**src/rtl/rtc_pkg.sv**
```systemverilog
package rtc_pkg;

  typedef struct packed {
    logic [6:0] year;
    logic [3:0] mon;
    logic [4:0] date;
    logic [2:0] wday;
    logic [4:0] hour;
    logic [5:0] min;
    logic [5:0] sec;
  } rtc_time_t;

  function automatic logic [7:0] bin2bcd(input logic [6:0] v);
    logic [6:0] tens;
    logic [6:0] ones;
    tens = v / 7'd10;
    ones = v % 7'd10;
    return {tens[3:0], ones[3:0]};
  endfunction

  function automatic logic [6:0] bcd2bin(input logic [7:0] b);
    logic [7:0] r;
    r = ({4'd0, b[7:4]} * 8'd10) + {4'd0, b[3:0]};
    return r[6:0];
  endfunction

  function automatic logic [4:0] month_days(input logic [3:0] m, input logic [6:0] y);
    case (m)
      4'd4, 4'd6, 4'd9, 4'd11: return 5'd30;
      4'd2:                    return (y[1:0] == 2'd0) ? 5'd29 : 5'd28;
      default:                 return 5'd31;
    endcase
  endfunction

endpackage

```
**src/rtl/rtc_ptr.sv**
```systemverilog
module rtc_ptr #(
  parameter int ADDR_W = 6
) (
  input  logic              clk,
  input  logic              rst,
  input  logic              start_wr,
  input  logic              start_rd,
  input  logic              wr_valid,
  input  logic [7:0]        wr_data,
  input  logic              rd_req,
  output logic [ADDR_W-1:0] ptr,
  output logic              data_wr,
  output logic              data_rd,
  output logic              wrap
);

  logic addr_phase;
  logic any_start;

  assign any_start = start_wr | start_rd;
  assign data_wr   = wr_valid & ~addr_phase & ~any_start;
  assign data_rd   = rd_req & ~wr_valid & ~any_start;
  assign wrap      = (data_wr | data_rd) & (ptr == {ADDR_W{1'b1}});

  always_ff @(posedge clk) begin
    if (rst) begin
      ptr        <= '0;
      addr_phase <= 1'b0;
    end else if (start_wr) begin
      addr_phase <= 1'b1;
    end else if (start_rd) begin
      addr_phase <= 1'b0;
    end else if (wr_valid && addr_phase) begin
      ptr        <= wr_data[ADDR_W-1:0];
      addr_phase <= 1'b0;
    end else if (data_wr || data_rd) begin
      ptr <= ptr + 1'b1;
    end
  end

  assert_ptr_wrap_R1: assert property (@(posedge clk) disable iff (rst)
    ((data_wr || data_rd) && ptr == {ADDR_W{1'b1}}) |=> (ptr == '0));

  assert_addr_byte_R2: assert property (@(posedge clk) disable iff (rst)
    (wr_valid && addr_phase && !any_start) |=> (ptr == $past(wr_data[ADDR_W-1:0]) && !addr_phase));

  assert_ptr_step_R3: assert property (@(posedge clk) disable iff (rst)
    (data_wr || data_rd) |=> (ptr == $past(ptr) + 1'b1));

  assert_rd_keeps_ptr_R2: assert property (@(posedge clk) disable iff (rst)
    (start_rd && !start_wr) |=> $stable(ptr));

endmodule

```
**src/rtl/rtc_timebase.sv**
```systemverilog
module rtc_timebase
  import rtc_pkg::*;
(
  input  logic       clk,
  input  logic       rst,
  input  logic       tick,
  input  logic       ld_en,
  input  logic [2:0] ld_idx,
  input  logic [7:0] ld_byte,
  output rtc_time_t  now,
  output logic       h12
);

  rtc_time_t  nxt;
  logic [4:0] dim;
  logic [7:0] masked;
  logic [6:0] dec;
  logic [6:0] h12raw;
  logic [6:0] h24raw;
  logic [4:0] hr_dec;

  assign dim = month_days(now.mon, now.year);

  always_comb begin
    nxt = now;
    if (now.sec >= 6'd59) begin
      nxt.sec = '0;
      if (now.min >= 6'd59) begin
        nxt.min = '0;
        if (now.hour >= 5'd23) begin
          nxt.hour = '0;
          nxt.wday = (now.wday >= 3'd7) ? 3'd1 : now.wday + 3'd1;
          if (now.date >= dim) begin
            nxt.date = 5'd1;
            if (now.mon >= 4'd12) begin
              nxt.mon  = 4'd1;
              nxt.year = (now.year >= 7'd99) ? 7'd0 : now.year + 7'd1;
            end else begin
              nxt.mon = now.mon + 4'd1;
            end
          end else begin
            nxt.date = now.date + 5'd1;
          end
        end else begin
          nxt.hour = now.hour + 5'd1;
        end
      end else begin
        nxt.min = now.min + 6'd1;
      end
    end else begin
      nxt.sec = now.sec + 6'd1;
    end
  end

  always_comb begin
    case (ld_idx)
      3'd0, 3'd1: masked = {1'b0, ld_byte[6:0]};
      3'd3:       masked = {5'b0, ld_byte[2:0]};
      3'd4:       masked = {2'b0, ld_byte[5:0]};
      3'd5:       masked = {3'b0, ld_byte[4:0]};
      default:    masked = ld_byte;
    endcase
    dec    = bcd2bin(masked);
    h12raw = bcd2bin({3'b0, ld_byte[4:0]});
    h24raw = bcd2bin({2'b0, ld_byte[5:0]});
    if (ld_byte[6]) begin
      hr_dec = (h12raw == 7'd12) ? 5'd0 : h12raw[4:0];
      if (ld_byte[5]) hr_dec = hr_dec + 5'd12;
    end else begin
      hr_dec = h24raw[4:0];
    end
  end

  always_ff @(posedge clk) begin
    if (rst) begin
      now <= '{year: 7'd0, mon: 4'd1, date: 5'd1, wday: 3'd1,
               hour: 5'd0, min: 6'd0, sec: 6'd0};
      h12 <= 1'b0;
    end else if (ld_en) begin
      case (ld_idx)
        3'd0: now.sec  <= dec[5:0];
        3'd1: now.min  <= dec[5:0];
        3'd2: begin
          now.hour <= hr_dec;
          h12      <= ld_byte[6];
        end
        3'd3: now.wday <= dec[2:0];
        3'd4: now.date <= dec[4:0];
        3'd5: now.mon  <= dec[3:0];
        3'd6: now.year <= dec;
        default: ;
      endcase
    end else if (tick) begin
      now <= nxt;
    end
  end

  assert_min_carry_R10: assert property (@(posedge clk) disable iff (rst)
    (tick && !ld_en && now.sec == 6'd59 && now.min < 6'd59) |=> (now.sec == 6'd0 && now.min == $past(now.min) + 6'd1));

  assert_leap_day_R10: assert property (@(posedge clk) disable iff (rst)
    (tick && !ld_en && now.mon == 4'd2 && now.date == 5'd28 && now.year[1:0] == 2'd0 &&
     now.hour == 5'd23 && now.min == 6'd59 && now.sec == 6'd59) |=> (now.date == 5'd29 && now.mon == 4'd2));

  assert_idle_hold_R10: assert property (@(posedge clk) disable iff (rst)
    (!tick && !ld_en) |=> $stable(now));

endmodule

```
**src/rtl/rtc_snapshot.sv**
```systemverilog
module rtc_snapshot
  import rtc_pkg::*;
#(
  parameter int NREGS = 7
) (
  input  logic                  clk,
  input  logic                  rst,
  input  logic                  capture,
  input  rtc_time_t             now,
  input  logic                  h12,
  output logic [NREGS-1:0][7:0] snap
);

  logic [NREGS-1:0][7:0] enc;
  logic [4:0]            hmod;
  logic [7:0]            hbcd;

  always_comb begin
    hmod = (now.hour >= 5'd12) ? now.hour - 5'd12 : now.hour;
    if (hmod == 5'd0) hmod = 5'd12;
    hbcd = bin2bcd({2'b0, hmod});
    enc  = '0;
    enc[0] = bin2bcd({1'b0, now.sec});
    enc[1] = bin2bcd({1'b0, now.min});
    enc[2] = h12 ? {1'b0, 1'b1, (now.hour >= 5'd12), hbcd[4:0]}
                 : bin2bcd({2'b0, now.hour});
    enc[3] = bin2bcd({4'b0, now.wday});
    enc[4] = bin2bcd({2'b0, now.date});
    enc[5] = bin2bcd({3'b0, now.mon});
    enc[6] = bin2bcd(now.year);
  end

  always_ff @(posedge clk) begin
    if (rst) begin
      snap    <= '0;
      snap[3] <= 8'h01;
      snap[4] <= 8'h01;
      snap[5] <= 8'h01;
    end else if (capture) begin
      snap <= enc;
    end
  end

  assert_frozen_R4: assert property (@(posedge clk) disable iff (rst)
    !capture |=> $stable(snap));

  assert_h12_flag_R9: assert property (@(posedge clk) disable iff (rst)
    (capture && h12) |=> snap[2][6]);

endmodule

```
**src/rtl/rtc_regfile.sv**
```systemverilog
module rtc_regfile
  import rtc_pkg::*;
#(
  parameter int ADDR_W = 6,
  parameter int DATA_W = 8
) (
  input  logic              clk,
  input  logic              rst,
  input  logic              tick,
  input  logic              start_wr,
  input  logic              start_rd,
  input  logic              wr_valid,
  input  logic [DATA_W-1:0] wr_data,
  input  logic              rd_req,
  output logic [DATA_W-1:0] rd_data,
  output logic              rd_valid
);

  localparam int DEPTH     = 1 << ADDR_W;
  localparam int TIME_REGS = 7;
  localparam int CTRL_LOC  = 7;
  localparam int RAM_BASE  = 8;

  logic [ADDR_W-1:0]           ptr;
  logic                        data_wr;
  logic                        data_rd;
  logic                        wrap;
  logic                        capture;
  logic                        ld_en;
  rtc_time_t                   now;
  logic                        h12;
  logic [TIME_REGS-1:0][7:0]   snap;

  logic [DATA_W-1:0]           ram [DEPTH];
  logic [DEPTH-1:0]            ram_vld;
  logic [DATA_W-1:0]           ram_q;
  logic                        vld_q;
  logic                        sel_ram_q;
  logic [DATA_W-1:0]           snap_q;

  rtc_ptr #(.ADDR_W(ADDR_W)) u_ptr (
    .clk(clk), .rst(rst), .start_wr(start_wr), .start_rd(start_rd),
    .wr_valid(wr_valid), .wr_data(wr_data[7:0]), .rd_req(rd_req),
    .ptr(ptr), .data_wr(data_wr), .data_rd(data_rd), .wrap(wrap)
  );

  assign ld_en   = data_wr & (ptr < ADDR_W'(TIME_REGS));
  assign capture = start_wr | start_rd | wrap;

  rtc_timebase u_time (
    .clk(clk), .rst(rst), .tick(tick), .ld_en(ld_en),
    .ld_idx(ptr[2:0]), .ld_byte(wr_data[7:0]), .now(now), .h12(h12)
  );

  rtc_snapshot #(.NREGS(TIME_REGS)) u_snap (
    .clk(clk), .rst(rst), .capture(capture), .now(now), .h12(h12), .snap(snap)
  );

  always_ff @(posedge clk) begin
    if (data_wr && ptr >= ADDR_W'(RAM_BASE)) ram[ptr] <= wr_data;
    ram_q <= ram[ptr];
  end

  always_ff @(posedge clk) begin
    if (rst) begin
      ram_vld   <= '0;
      vld_q     <= 1'b0;
      sel_ram_q <= 1'b0;
      snap_q    <= '0;
      rd_valid  <= 1'b0;
    end else begin
      if (data_wr && ptr >= ADDR_W'(RAM_BASE)) ram_vld[ptr] <= 1'b1;
      rd_valid <= data_rd;
      if (data_rd) begin
        vld_q     <= ram_vld[ptr];
        sel_ram_q <= (ptr >= ADDR_W'(RAM_BASE));
        snap_q    <= (ptr < ADDR_W'(TIME_REGS)) ? DATA_W'(snap[ptr[2:0]]) : '0;
      end
    end
  end

  assign rd_data = sel_ram_q ? (vld_q ? ram_q : '0) : snap_q;

  assert_rd_latency_R3: assert property (@(posedge clk) disable iff (rst)
    (rd_req && !wr_valid && !start_wr && !start_rd) |=> rd_valid);

  assert_ctrl_zero_R7: assert property (@(posedge clk) disable iff (rst)
    ($past(data_rd) && $past(ptr) == ADDR_W'(CTRL_LOC)) |-> (rd_data == '0));

  assert_wrap_capture_R5: assert property (@(posedge clk) disable iff (rst)
    ((data_wr || data_rd) && ptr == {ADDR_W{1'b1}} && !tick) |=> (snap[0] == bin2bcd({1'b0, now.sec})));

endmodule

```
**config.mk**
```make
export PLATFORM = sky130hd
export DESIGN_NAME = rtc_regfile
export DESIGN_NICKNAME = d
export VERILOG_FILES = /design/src/rtl/rtc_pkg.sv /design/src/rtl/rtc_ptr.sv /design/src/rtl/rtc_timebase.sv /design/src/rtl/rtc_snapshot.sv /design/src/rtl/rtc_regfile.sv
export SDC_FILE = /design/constraint.sdc
export NUM_CORES = 1
export LEC_CHECK = 0
export BUFFER_PORTS_ARGS = -buffer_cell sky130_fd_sc_hd__buf_2
export CORE_MARGIN = 2
export CORE_UTILIZATION = 37
export DETAILED_ROUTE_END_ITERATION = 8
export PLACE_DENSITY = 0.51
export SETUP_SLACK_MARGIN = 0.15
export SLEW_MARGIN = 5
export SYNTH_ARGS = -nofsm -noshare
export SYNTH_HDL_FRONTEND = slang
export SYNTH_SLANG_ARGS = --single-unit
export TNS_END_PERCENT = 20
```
**constraint.sdc**
```tcl
create_clock -name clk -period 4.05 [get_ports clk]
set_clock_uncertainty 0.1 [all_clocks]
set_input_delay 0.2025 -clock clk [delete_from_list [all_inputs] [get_ports clk]]
set_output_delay 0.2025 -clock clk [all_outputs]
set_load 0.01 [all_outputs]
```
==> flow_metrics.py, run 1 <==
metrics = {
    "logic_synthesis": {
        "ys_dominant_reg_cell": "edfxtp_1",
        "yosysTopAreaCellShare_pct": 51.2,
        "synth_top_family_by_area": "compound AO/OA/AOI/OAI gates",
        "synth_area_leaders": "edfxtp_1 (51%), dfxtp_1 (11%), mux4_2 (5.0%), nor2_1 (3.8%), ha_1 (2.5%)",
        "ys_seq_elements": 682,
        "synth_area_per_cell_um2": 12.7,
        "synth_compound_area_share_pct": 12.5,
        "synth_fa_ha_area_share_pct": 2.70,
        "yosysMostFrequentCell": "edfxtp_1",
        "ys_seq_area_share_pct": 62.5,
        "synth-edff-count": 512,
        "synthSimpleGateAreaFrac_pct": 9.83,
        "yosysWarnings": 0,
        "netlist_instances": 2371,
        "synth_common_cells": "edfxtp_1 (512), nor2_1 (303), dfxtp_1 (170)",
        "yosysTopAreaCell": "edfxtp_1",
        "yosys-mux-area-fraction_pct": 9.01,
        "syn_area_um2": 30100,
        "async_flop_share_pct": 0,
        "synthXorXnorAreaFrac_pct": 0.466,
        "synth_cell_types": 90,
    },
    "critical_path": {
        "arrival_ns": 4.03,
        "crit_top_cell": "ha_1",
        "cp_slowest_stage_delay_ns": 0.56,
        "critical_path_class": "flip-flop to flip-flop",
        "r2r_slack_ns": 0.43,
        "cp-end-kind": "flip-flop",
        "cp.required_ns": 4.46,
        "crit_fanout": 10,
        "startpoint_type": "flip-flop",
        "cp_cell_sequence": "ha_1 > ha_1 > nor4b_1 > ha_1 > ha_1 > fa_1 > xnor2_1 > nor2_1 > o21ai_0 > a221oi_1",
        "cp_slowest_cell": "nor4b_1",
    },
    "power": {
        "intPower_mw": 12.0,
        "p_per_area_nw_per_um2": 449,
        "max-vdd-ir-drop_mv": 0.294,
        "power_frac_seq_pct": 49.2,
        "sw_frac_of_total_pct": 23.0,
        "leakage_nw": 11.7,
        "clockPowerShare_pct": 44.3,
        "p_comb_share_pct": 6.5,
        "switching_power_mw": 3.58,
    },
    "floorplanning": {
        "die_area_um2": 83500,
        "core_area_um2": 80400,
        "num_io_pins": 24,
        "start_util_pct": 37.4,
        "die_y_um": 289,
        "die_x_um": 289,
        "row_count": 104,
    },
    "cts": {
        "cts_tree": "built",
        "cts-root-buf": "clkbuf_16",
        "cts_buffers": 75,
        "cts_max_level": 3,
        "postCtsHoldBufs": 4,
        "worstSkewPairLatency_ns": 0.61,
        "cts_resized": 0,
        "post_cts_buffers": 0,
        "clockBufferDepth": 3,
        "cts.sinks": 682,
        "cts.clk_slew.worst_paths_ns": 0.07,
    },
    "job": {
        "maxCapViolCount": 0,
    },
    "sta": {
        "setup_slack_ns": 0.429,
        "fin_crit_sh_pct": 89.4,
        "drv_slew": 0,
        "max_freq_mhz": 276,
        "maxSlewHeadroom_pct": 18.5,
        "rsz0062_at_grt": "no",
        "worst_pin_slew_ns": 1.22,
        "hold_viol": 0,
        "finalCriticalPeriod_ns": 3.62,
        "setup_viol": 0,
        "hold_ws_ns": 0.0479,
        "finalSetupTns_ns": 0,
    },
    "routing": {
        "via_per_inst": 5.64,
        "antenna_left": 0,
        "dr.pass1.iters": 7,
        "routed_wl_um": 91300,
        "wl_per_cell_um": 25.1,
        "drcViolationCount": 0,
        "vias": 20500,
        "drt_iter0_drc": 2047,
    },
    "place": {
        "io_buffer_count": 23,
        "dp_hpwl_um": 58200,
        "place.gp.congestion": 0.846,
        "post-place-ws_ns": 0.515,
    },
    "grt": {
        "busiest_layer": "met2",
        "grt_pass1_vias": 19800,
        "met1_usage_pct": 31.2,
        "met2_usage_pct": 34.1,
        "grt_max_degree": 136,
        "overflow": 0,
        "track_usage_pct": 21.8,
        "grt_pass1_wl_um": 134000,
        "use_met3_pct": 3.35,
        "antenna_found_initial": 6,
    },
    "min_path": {
        "worstHoldPathType": "input port to flip-flop",
    },
    "outcome": {
        "status": "completed",
    },
    "finish": {
        "nets": 2591,
        "synthToLayoutAreaGrowth_pct": 15.4,
        "drive_gt1_share_pct": 16.6,
    },
}
[worst max-delay path: cells and delay by family (launching register included)]
kind                       cells  cell delay [ns]
adders and majority gates      5             1.58
and+or+nand+nor                2             0.83
DFF                            1             0.39
xor gates and xnor gates       1             0.15
AOI/OAI and AO/OA              2             0.47
[registers in the layout (all words and copies together) (netlist names)]
signal and count:
ram 512, ram_q 8, ram_vld 64, rd_valid 1
sel_ram_q 1, snap_q 8, u_ptr.addr_phase 1, u_ptr.ptr 6
u_snap.snap 43, u_time.h12 1, u_time.now 36, vld_q 1
[final timing paths]
path,start,to,depth (start not counted)
worst max-delay path,u_ptr.ptr[1],u_time.now[5],10
worst min-delay path,rst,u_time.now[8],3
worst max register to register,u_ptr.ptr[1],u_time.now[5],10
worst min register to register,u_snap.snap[43],u_snap.snap[43],2
[cells in the final DEF (no fill, tap or decap), types with 22 or more instances in the layout]
master and instances:
a211oi_1 27, a21oi_1 142, clkbuf_16 76, mux2i_1 68, o21ai_0 120, dfxtp_1 167
buf_2 22, inv_1 57, nor2_1 301, buf_4 127, mux2_2 46, edfxtp_1 512
o21a_1 24, nand3_1 28, a221oi_1 68, a22oi_1 29, mux4_2 67, nand2_1 143
conb_1 64, nor2b_1 22, ha_1 60, o22ai_1 30, nor3_1 39
[cell type report]
class	instances	area, um2
fill	7366	45700
sequential	682	18800
multi-input combinational	1536	10600
clock buffer	97	2050
tap	1060	1330
timing repair buffer	159	1220
clock inverter	40	415
inverter	59	221
antenna	2	5.00
[kinds of logic (layout without fill, tap and decap cells)]
kind of cell	after synthesis	after routing
multiplexers	181	181
adder cells (fa/ha/maj)	63	63
XOR/XNOR	16	16
other	1	66
flip-flops	682	682
AO/OA/AOI/OAI	564	564
buffers and inverters	216	355
AND/OR/NAND/NOR	648	648
[metrics by stage]
step                util [%]  total power [mW]  area, um2  cells
finish                  43.1              15.6      34700   3635
global route            43.1              16.0      34700   3633
CTS                     43.1              15.7      34700   3633
detailed placement      40.0              8.80      32200   3492
global placement        40.0              8.79      32200   3492
floorplan                  -              8.36      30300   2434
[layer usage]
layer / vias up / part of all wire, %
li1: 9256 / -
met1: 10400 / 45
met2: 731 / 46
met3: 134 / 6.3
met4: 2 / 2.8
met5: - / 0.015
[power groups by stage]
| stage | Clock, mW | Combinational (mW) | Sequential [mW] |
|---|---|---|---|
| finish | 6.89 | 1.01 | 7.65 |
| global route | 7.27 | 1.08 | 7.66 |
| CTS | 7.01 | 1.01 | 7.65 |
| detailed placement | 0 | 0.997 | 7.80 |
| global placement | 0 | 0.987 | 7.80 |
| floorplan | 0 | 0.585 | 7.78 |
No activity file was read; power rests on OpenSTA's default activity.
==> run 2: changes to the inputs <==
==> constraint.sdc (replaced) <==
create_clock -name clk -period 3.9 [get_ports clk]
set_clock_uncertainty 0.1 [all_clocks]
set_input_delay 0.195 -clock clk [delete_from_list [all_inputs] [get_ports clk]]
set_output_delay 0.195 -clock clk [all_outputs]
set_load 0.01 [all_outputs]
==> run 2 against run 1 <==
  * First-iteration DRC count grew 12%
  * Sequential share of layout area shrank 0.15 points
  * Register-to-register slack is essentially flat
  * Wire length grew 0.13%
  * Critical path depth grew 1
  * Count of clock-buffer cells in the layout grew 7
  * Fmax grew 4.6%
==> flow_metrics.py, run 2 (synthesis gave the netlist of run 1 again) <==
metrics = {
    "outcome": {
        "status": "completed",
    },
    "finish": {
        "reg.largest.list": "ram (512), ram_vld (64), u_snap.snap (43)",
        "final_cell_mix": "edfxtp_1 (512), nor2_1 (301), dfxtp_1 (166)",
        "largest_reg_flops": 512,
        "drive_gt1_share_pct": 17.2,
        "n_antenna_cell": 0,
        "final-instance-count-excl-fill": 3660,
        "fillCellCount": 7422,
        "synthToLayoutAreaGrowth_pct": 15.7,
        "top_register": "ram",
        "nets": 2615,
        "mostFrequentLayoutCell": "edfxtp_1",
    },
    "floorplanning": {
        "die_area_um2": 83500,
        "num_io_pins": 24,
        "die_y_um": 289,
        "start_util_pct": 37.4,
        "core_area_um2": 80400,
        "die_x_um": 289,
        "row_count": 104,
    },
    "place": {
        "place.gp.congestion": 0.878,
        "io_buffer_count": 23,
        "dp_cells": 3516,
        "dp_hpwl_um": 60800,
    },
    "sta": {
        "finalCriticalPeriod_ns": 3.46,
        "finalSetupTns_ns": 0,
        "maxSlewHeadroom_pct": 20.0,
        "hold_viol": 0,
        "fin_crit_sh_pct": 88.8,
        "setup_viol": 0,
        "max_freq_mhz": 289,
        "drv_slew": 0,
        "worst_pin_slew_ns": 1.20,
        "rsz0062_at_grt": "yes",
    },
    "routing": {
        "via_per_inst": 5.61,
        "dr.pass1.iters": 6,
        "maxUsedRoutingLayer": "met5",
        "dr_wl_met3_um": 6050,
        "drcViolationCount": 0,
        "dr_wl_met2_um": 41400,
        "routed_wl_um": 91400,
        "met1_length_um": 41000,
        "vias": 20500,
        "antenna_left": 0,
        "wl_per_cell_um": 25.0,
        "drt_iter0_drc": 2295,
    },
    "cts": {
        "cts_max_level": 3,
        "worstSkewPairLatency_ns": 0.63,
        "cts_tree": "built",
        "cts.clk_slew.worst_paths_ns": 0.06,
        "post_cts_buffers": 0,
        "cts_buffers": 76,
        "cts.sinks": 682,
        "clockBufferDepth": 3,
        "cts-root-buf": "clkbuf_16",
    },
    "power": {
        "leakage_nw": 11.8,
        "p_per_area_nw_per_um2": 461,
        "max-vdd-ir-drop_mv": 0.285,
    },
    "critical_path": {
        "startpoint_type": "flip-flop",
        "crit_fanout": 13,
        "critical_path_class": "flip-flop to flip-flop",
        "cp-end-kind": "flip-flop",
        "ff2ff_path_depth": 11,
        "rr_endpoint": "u_time.now[5]",
        "r2r_slack_ns": 0.44,
        "cp_slowest_cell": "fa_1",
        "critPathTopFamily": "adder cells",
        "setup.worst_path.start": "u_ptr.ptr[1]",
        "crit_top_cell": "ha_1",
        "path_depth": 11,
        "crit_end": "u_time.now[5]",
        "cp.required_ns": 4.33,
        "crit_buf_inv": 0,
        "cp_cell_sequence": "ha_1 > ha_1 > nor3b_1 > and3b_1 > ha_1 > ha_1 > fa_1 > xnor2_1 > nor2_1 > o21ai_0 > a221oi_1",
        "arrival_ns": 3.89,
        "reg2reg_from": "u_ptr.ptr[1]",
        "cp_slowest_stage_delay_ns": 0.47,
    },
    "grt": {
        "grt_max_degree": 74,
        "overflow": 0,
        "antenna_found_initial": 5,
        "track_usage_pct": 21.8,
        "grt_pass1_wl_um": 134000,
        "grt_pass1_vias": 19800,
    },
    "min_path": {
        "min_from": "wr_valid",
        "worstHoldPathType": "input port to flip-flop",
    },
    "job": {
        "maxCapViolCount": 0,
    },
}
==> run 2: repair_timing <==
action                                  4_1_cts  5_1_grt
endpoints found under the setup margin        0        3
hold buffers                                  3        0
hold endpoints to repair                     27        0
gates resized for setup                       0        1
==> run 2: layout make-up <==
class                           count  area (um2)  share of cell area [%]
Clock buffer                      104        2090                    6.01
Clock inverter                     37         359                    1.03
Inverter                           59         221                   0.637
Multi-Input combinational cell   1536       10600                    30.6
Sequential cell                   682       18800                    54.0
Tap cell                         1060        1330                    3.81
Timing Repair Buffer              182        1340                    3.87
==> run 2: stage by stage <==
stage / area (um2) / setup slack, ns / util [%] / power (mW) / hold slack [ns]
CTS: 34800 / 0.349 / 43.2 / 16.2 / 0.0234
finish: 34800 / 0.437 / 43.2 / 16.0 / 0.0572
detailed placement: 32300 / 0.366 / 40.2 / 9.14 / 0.349
global placement: 32300 / 0.454 / 40.2 / 9.13 / 0.342
global route: 34800 / 0.128 / 43.2 / 16.5 / 0.0711
floorplan: 30300 / 0.241 / - / 8.68 / 0.194
==> run 2: report_power, final <==
| part | switching, mW | internal, mW | total [mW] |
|---|---|---|---|
| logic | 0.698 | 0.348 | 1.05 |
| clock network | 2.99 | 4.06 | 7.05 |
| registers | 0.0543 | 7.89 | 7.95 |
==> run 2: metal layers <==
layer  track usage [%]  up-vias
met5                 0        -
met4              7.53        2
met3              3.76      147
met2              33.7      731
met1              31.0    10400
li1                  -     9291
==> run 2: worst register-to-register path, cell delays in order (launching register included) <==
cell      delay [ns]
dfxtp_4         0.43
ha_1            0.29
ha_1            0.27
nor3b_1         0.34
and3b_1         0.26
ha_1            0.21
ha_1            0.19
fa_1            0.47
xnor2_1         0.15
nor2_1          0.23
o21ai_0         0.14
a221oi_1        0.29
==> run 2: how the worst min path moves through the flow <==
stage                            to  cells after the start
detailed placement  u_snap.snap[25]                      2
global placement        ram_vld[38]                      1
floorplan                 ram[0][0]                      0
finish                 u_ptr.ptr[1]                      4
global route              sel_ram_q                      5
CTS                    u_ptr.ptr[1]                      4
==> run 3: changes to the inputs <==
--- a/config.mk
+++ b/config.mk
@@ -9,7 +9,7 @@
 export CORE_MARGIN = 2
 export CORE_UTILIZATION = 37
 export DETAILED_ROUTE_END_ITERATION = 8
-export PLACE_DENSITY = 0.51
+export PLACE_DENSITY = 0.53
 export SETUP_SLACK_MARGIN = 0.15
 export SLEW_MARGIN = 5
 export SYNTH_ARGS = -nofsm -noshare
==> constraint.sdc (replaced) <==
create_clock -name clk -period 2.9 [get_ports clk]
set_clock_uncertainty 0.1 [all_clocks]
set_input_delay 0.145 -clock clk [delete_from_list [all_inputs] [get_ports clk]]
set_output_delay 0.145 -clock clk [all_outputs]
set_load 0.01 [all_outputs]
==> run 3 against run 2 <==
  * The flow now finishes with violations (setup timing)
  * Design area rose by 9.0%
  * Total power grew 39%
  * Non-clock buffer count is 215 higher
  * Critical path depth grew 2
  * Via count up 6.0%
  * Clock power rose by 40%
  * Sequential power increased by 35%
  * Critical path type unchanged
  * Largest cell class unchanged
  * Highest routed layer is now met4
==> flow_metrics.py, run 3 (synthesis gave the netlist of run 1 again) <==
metrics = {
    "cts": {
        "cts.clk_slew.worst_paths_ns": 0.06,
        "clockBufferDepth": 3,
        "cts-root-buf": "clkbuf_16",
        "cts.sinks": 682,
        "cts_buffers": 75,
        "worstSkewPairLatency_ns": 0.63,
        "cts_tree": "built",
        "cts_max_level": 3,
    },
    "sta": {
        "setup_viol": 1,
        "max_freq_mhz": 342,
        "finalCriticalPeriod_ns": 2.93,
        "setup_slack_ns": -0.0278,
        "fin_crit_sh_pct": 101,
        "hold_viol": 0,
        "maxSlewHeadroom_pct": 45.8,
        "worst_pin_slew_ns": 0.805,
        "drv_slew": 0,
        "rsz0062_at_grt": "yes",
        "finalSetupTns_ns": -0.0278,
    },
    "power": {
        "intPower_mw": 17.1,
        "p_per_area_nw_per_um2": 590,
        "max-vdd-ir-drop_mv": 0.383,
        "clockPowerShare_pct": 44.2,
        "sw_frac_of_total_pct": 23.3,
        "leakage_nw": 13.3,
        "p_comb_share_pct": 8.0,
        "switching_power_mw": 5.22,
        "power_frac_seq_pct": 47.8,
        "power_mw": 22.4,
    },
    "floorplanning": {
        "die_y_um": 289,
        "die_area_um2": 83500,
        "core_area_um2": 80400,
        "start_util_pct": 37.4,
        "num_io_pins": 24,
        "row_count": 104,
        "die_x_um": 289,
    },
    "critical_path": {
        "critical_path_class": "flip-flop to flip-flop",
        "arrival_ns": 3.34,
        "crit_fanout": 4,
        "crit_top_cell": "ha_4",
        "cp_slowest_stage_delay_ns": 0.47,
        "cp_cell_sequence": "buf_8 > inv_4 > ha_4 > nor3b_4 > and3b_2 > ha_4 > ha_4 > fa_1 > buf_6 > xnor2_4 > nor2_4 > o21ai_1 > a221oi_1",
        "reg2reg_from": "u_ptr.ptr[0]",
        "cp-end-kind": "flip-flop",
        "startpoint_type": "flip-flop",
        "cp_slowest_cell": "fa_1",
        "cp.required_ns": 3.32,
        "setup.worst_path.start": "u_ptr.ptr[0]",
    },
    "routing": {
        "drcViolationCount": 0,
        "antenna_left": 0,
        "vias": 21700,
        "drt_iter0_drc": 1921,
        "dr.pass1.iters": 6,
        "via_per_inst": 5.61,
        "routed_wl_um": 94800,
        "wl_per_cell_um": 24.5,
    },
    "grt": {
        "overflow": 0,
        "track_usage_pct": 22.4,
        "grt_max_degree": 65,
        "grt_pass1_vias": 21500,
        "antenna_found_initial": 0,
        "grt_pass1_wl_um": 139000,
    },
    "finish": {
        "nets": 2829,
        "drive_gt1_share_pct": 28.3,
        "top_register": "ram",
        "layout.area.seq_um2": 18800,
        "final_cell_mix": "edfxtp_1 (512), buf_4 (307), nor2_1 (287)",
        "final-instance-count-excl-fill": 3875,
        "mostFrequentLayoutCell": "edfxtp_1",
        "multi_input_area_um2": 11500,
        "postLayoutCoreUtil_pct": 47.1,
        "reg.largest.list": "ram (512), ram_vld (64), u_snap.snap (43)",
        "synthToLayoutAreaGrowth_pct": 26.1,
        "fillCellCount": 7242,
        "largest_reg_flops": 512,
    },
    "outcome": {
        "violations": "setup timing",
        "status": "finished, violations left",
    },
    "place": {
        "dp_cells": 3673,
        "place.gp.congestion": 0.893,
        "io_buffer_count": 23,
        "dp_hpwl_um": 62600,
    },
    "min_path": {
        "worstHoldPathType": "input port to flip-flop",
        "min_from": "tick",
    },
    "job": {
        "maxCapViolCount": 0,
    },
}
run 3: cell types whose count changed in the layout (fill, tap and decap cells not counted), moves of 11 or more:
cell	change
nor2_1	-14
ha_4	+16
buf_12	+11
ha_1	-22
buf_6	+25
dfxtp_1	-12
buf_4	+152
o21ai_1	+11
o21ai_0	-17
run 3: worst max-delay path, delay by kind of cell (launching register included):
family | cells | cell delay (ns)
and+or+nand+nor | 3 | 0.58
xor gates and xnor gates | 1 | 0.14
buffers and inverters | 3 | 0.33
DFF | 1 | 0.38
AOI/OAI and AO/OA | 2 | 0.36
adders and majority gates | 4 | 0.94
run 3: repair_timing:
action | CTS | global route
buffers inserted | 16 | 25
hold buffers | 14 | 0
gates cloned | 3 | 3
pin swaps | 49 | 54
hold endpoints to repair | 60 | 0
endpoints found under the setup margin | 138 | 152
gates resized for setup | 76 | 147
run 3: power groups by stage:
stage / clock network [mW] / logic [mW] / registers (mW)
after floorplan: 0 / 0.858 / 10.9
after global placement: 0 / 1.57 / 10.9
after detailed placement: 0 / 1.59 / 10.9
after CTS: 10.0 / 1.68 / 10.7
after global routing: 10.4 / 1.91 / 10.7
final: 9.88 / 1.79 / 10.7
run 3: routing by layer:
metal / part of all wire, % / vias to the layer above / routed length (um) / track usage (%)
met3: 6.6 / 175 / 6250 / 3.12
met5: 0 / - / 0 / 0
met4: 3.5 / 0 / 3300 / 7.63
met2: 45 / 787 / 43000 / 35.0
li1: - / 9738 / - / -
met1: 45 / 11000 / 42200 / 32.0
run 3: through the flow:
stage | hold WS, ns | instance area, um2 | worst slack, ns
6_report | 0.0257 | 37900 | -0.0278
5_1_grt | 0.0434 | 37900 | -0.147
4_1_cts | 0.0184 | 37000 | -0.0345
2_1_floorplan | 0.144 | 30500 | -0.209
3_3_place_gp | 0.340 | 33800 | -0.123
3_5_place_dp | 0.348 | 33800 | -0.156
run 3: worst paths after layout:
check	to	slack [ns]	cells past startpoint
hold / removal	u_time.now[3]	0.03	4
setup / recovery	u_time.now[5]	-0.03	13
setup reg to reg	u_time.now[5]	-0.03	13
hold reg to reg	u_snap.snap[25]	0.36	2
run 3: final cells by class:
cell class                 count  area share (%)
sequential                   682            49.6
inverter                      59           0.617
clock buffer                  95            5.31
clock inverter                45            1.45
multi-input combinational   1536            30.3
timing repair buffer         397            9.17
antenna                        1         0.00660
tap                         1060            3.50
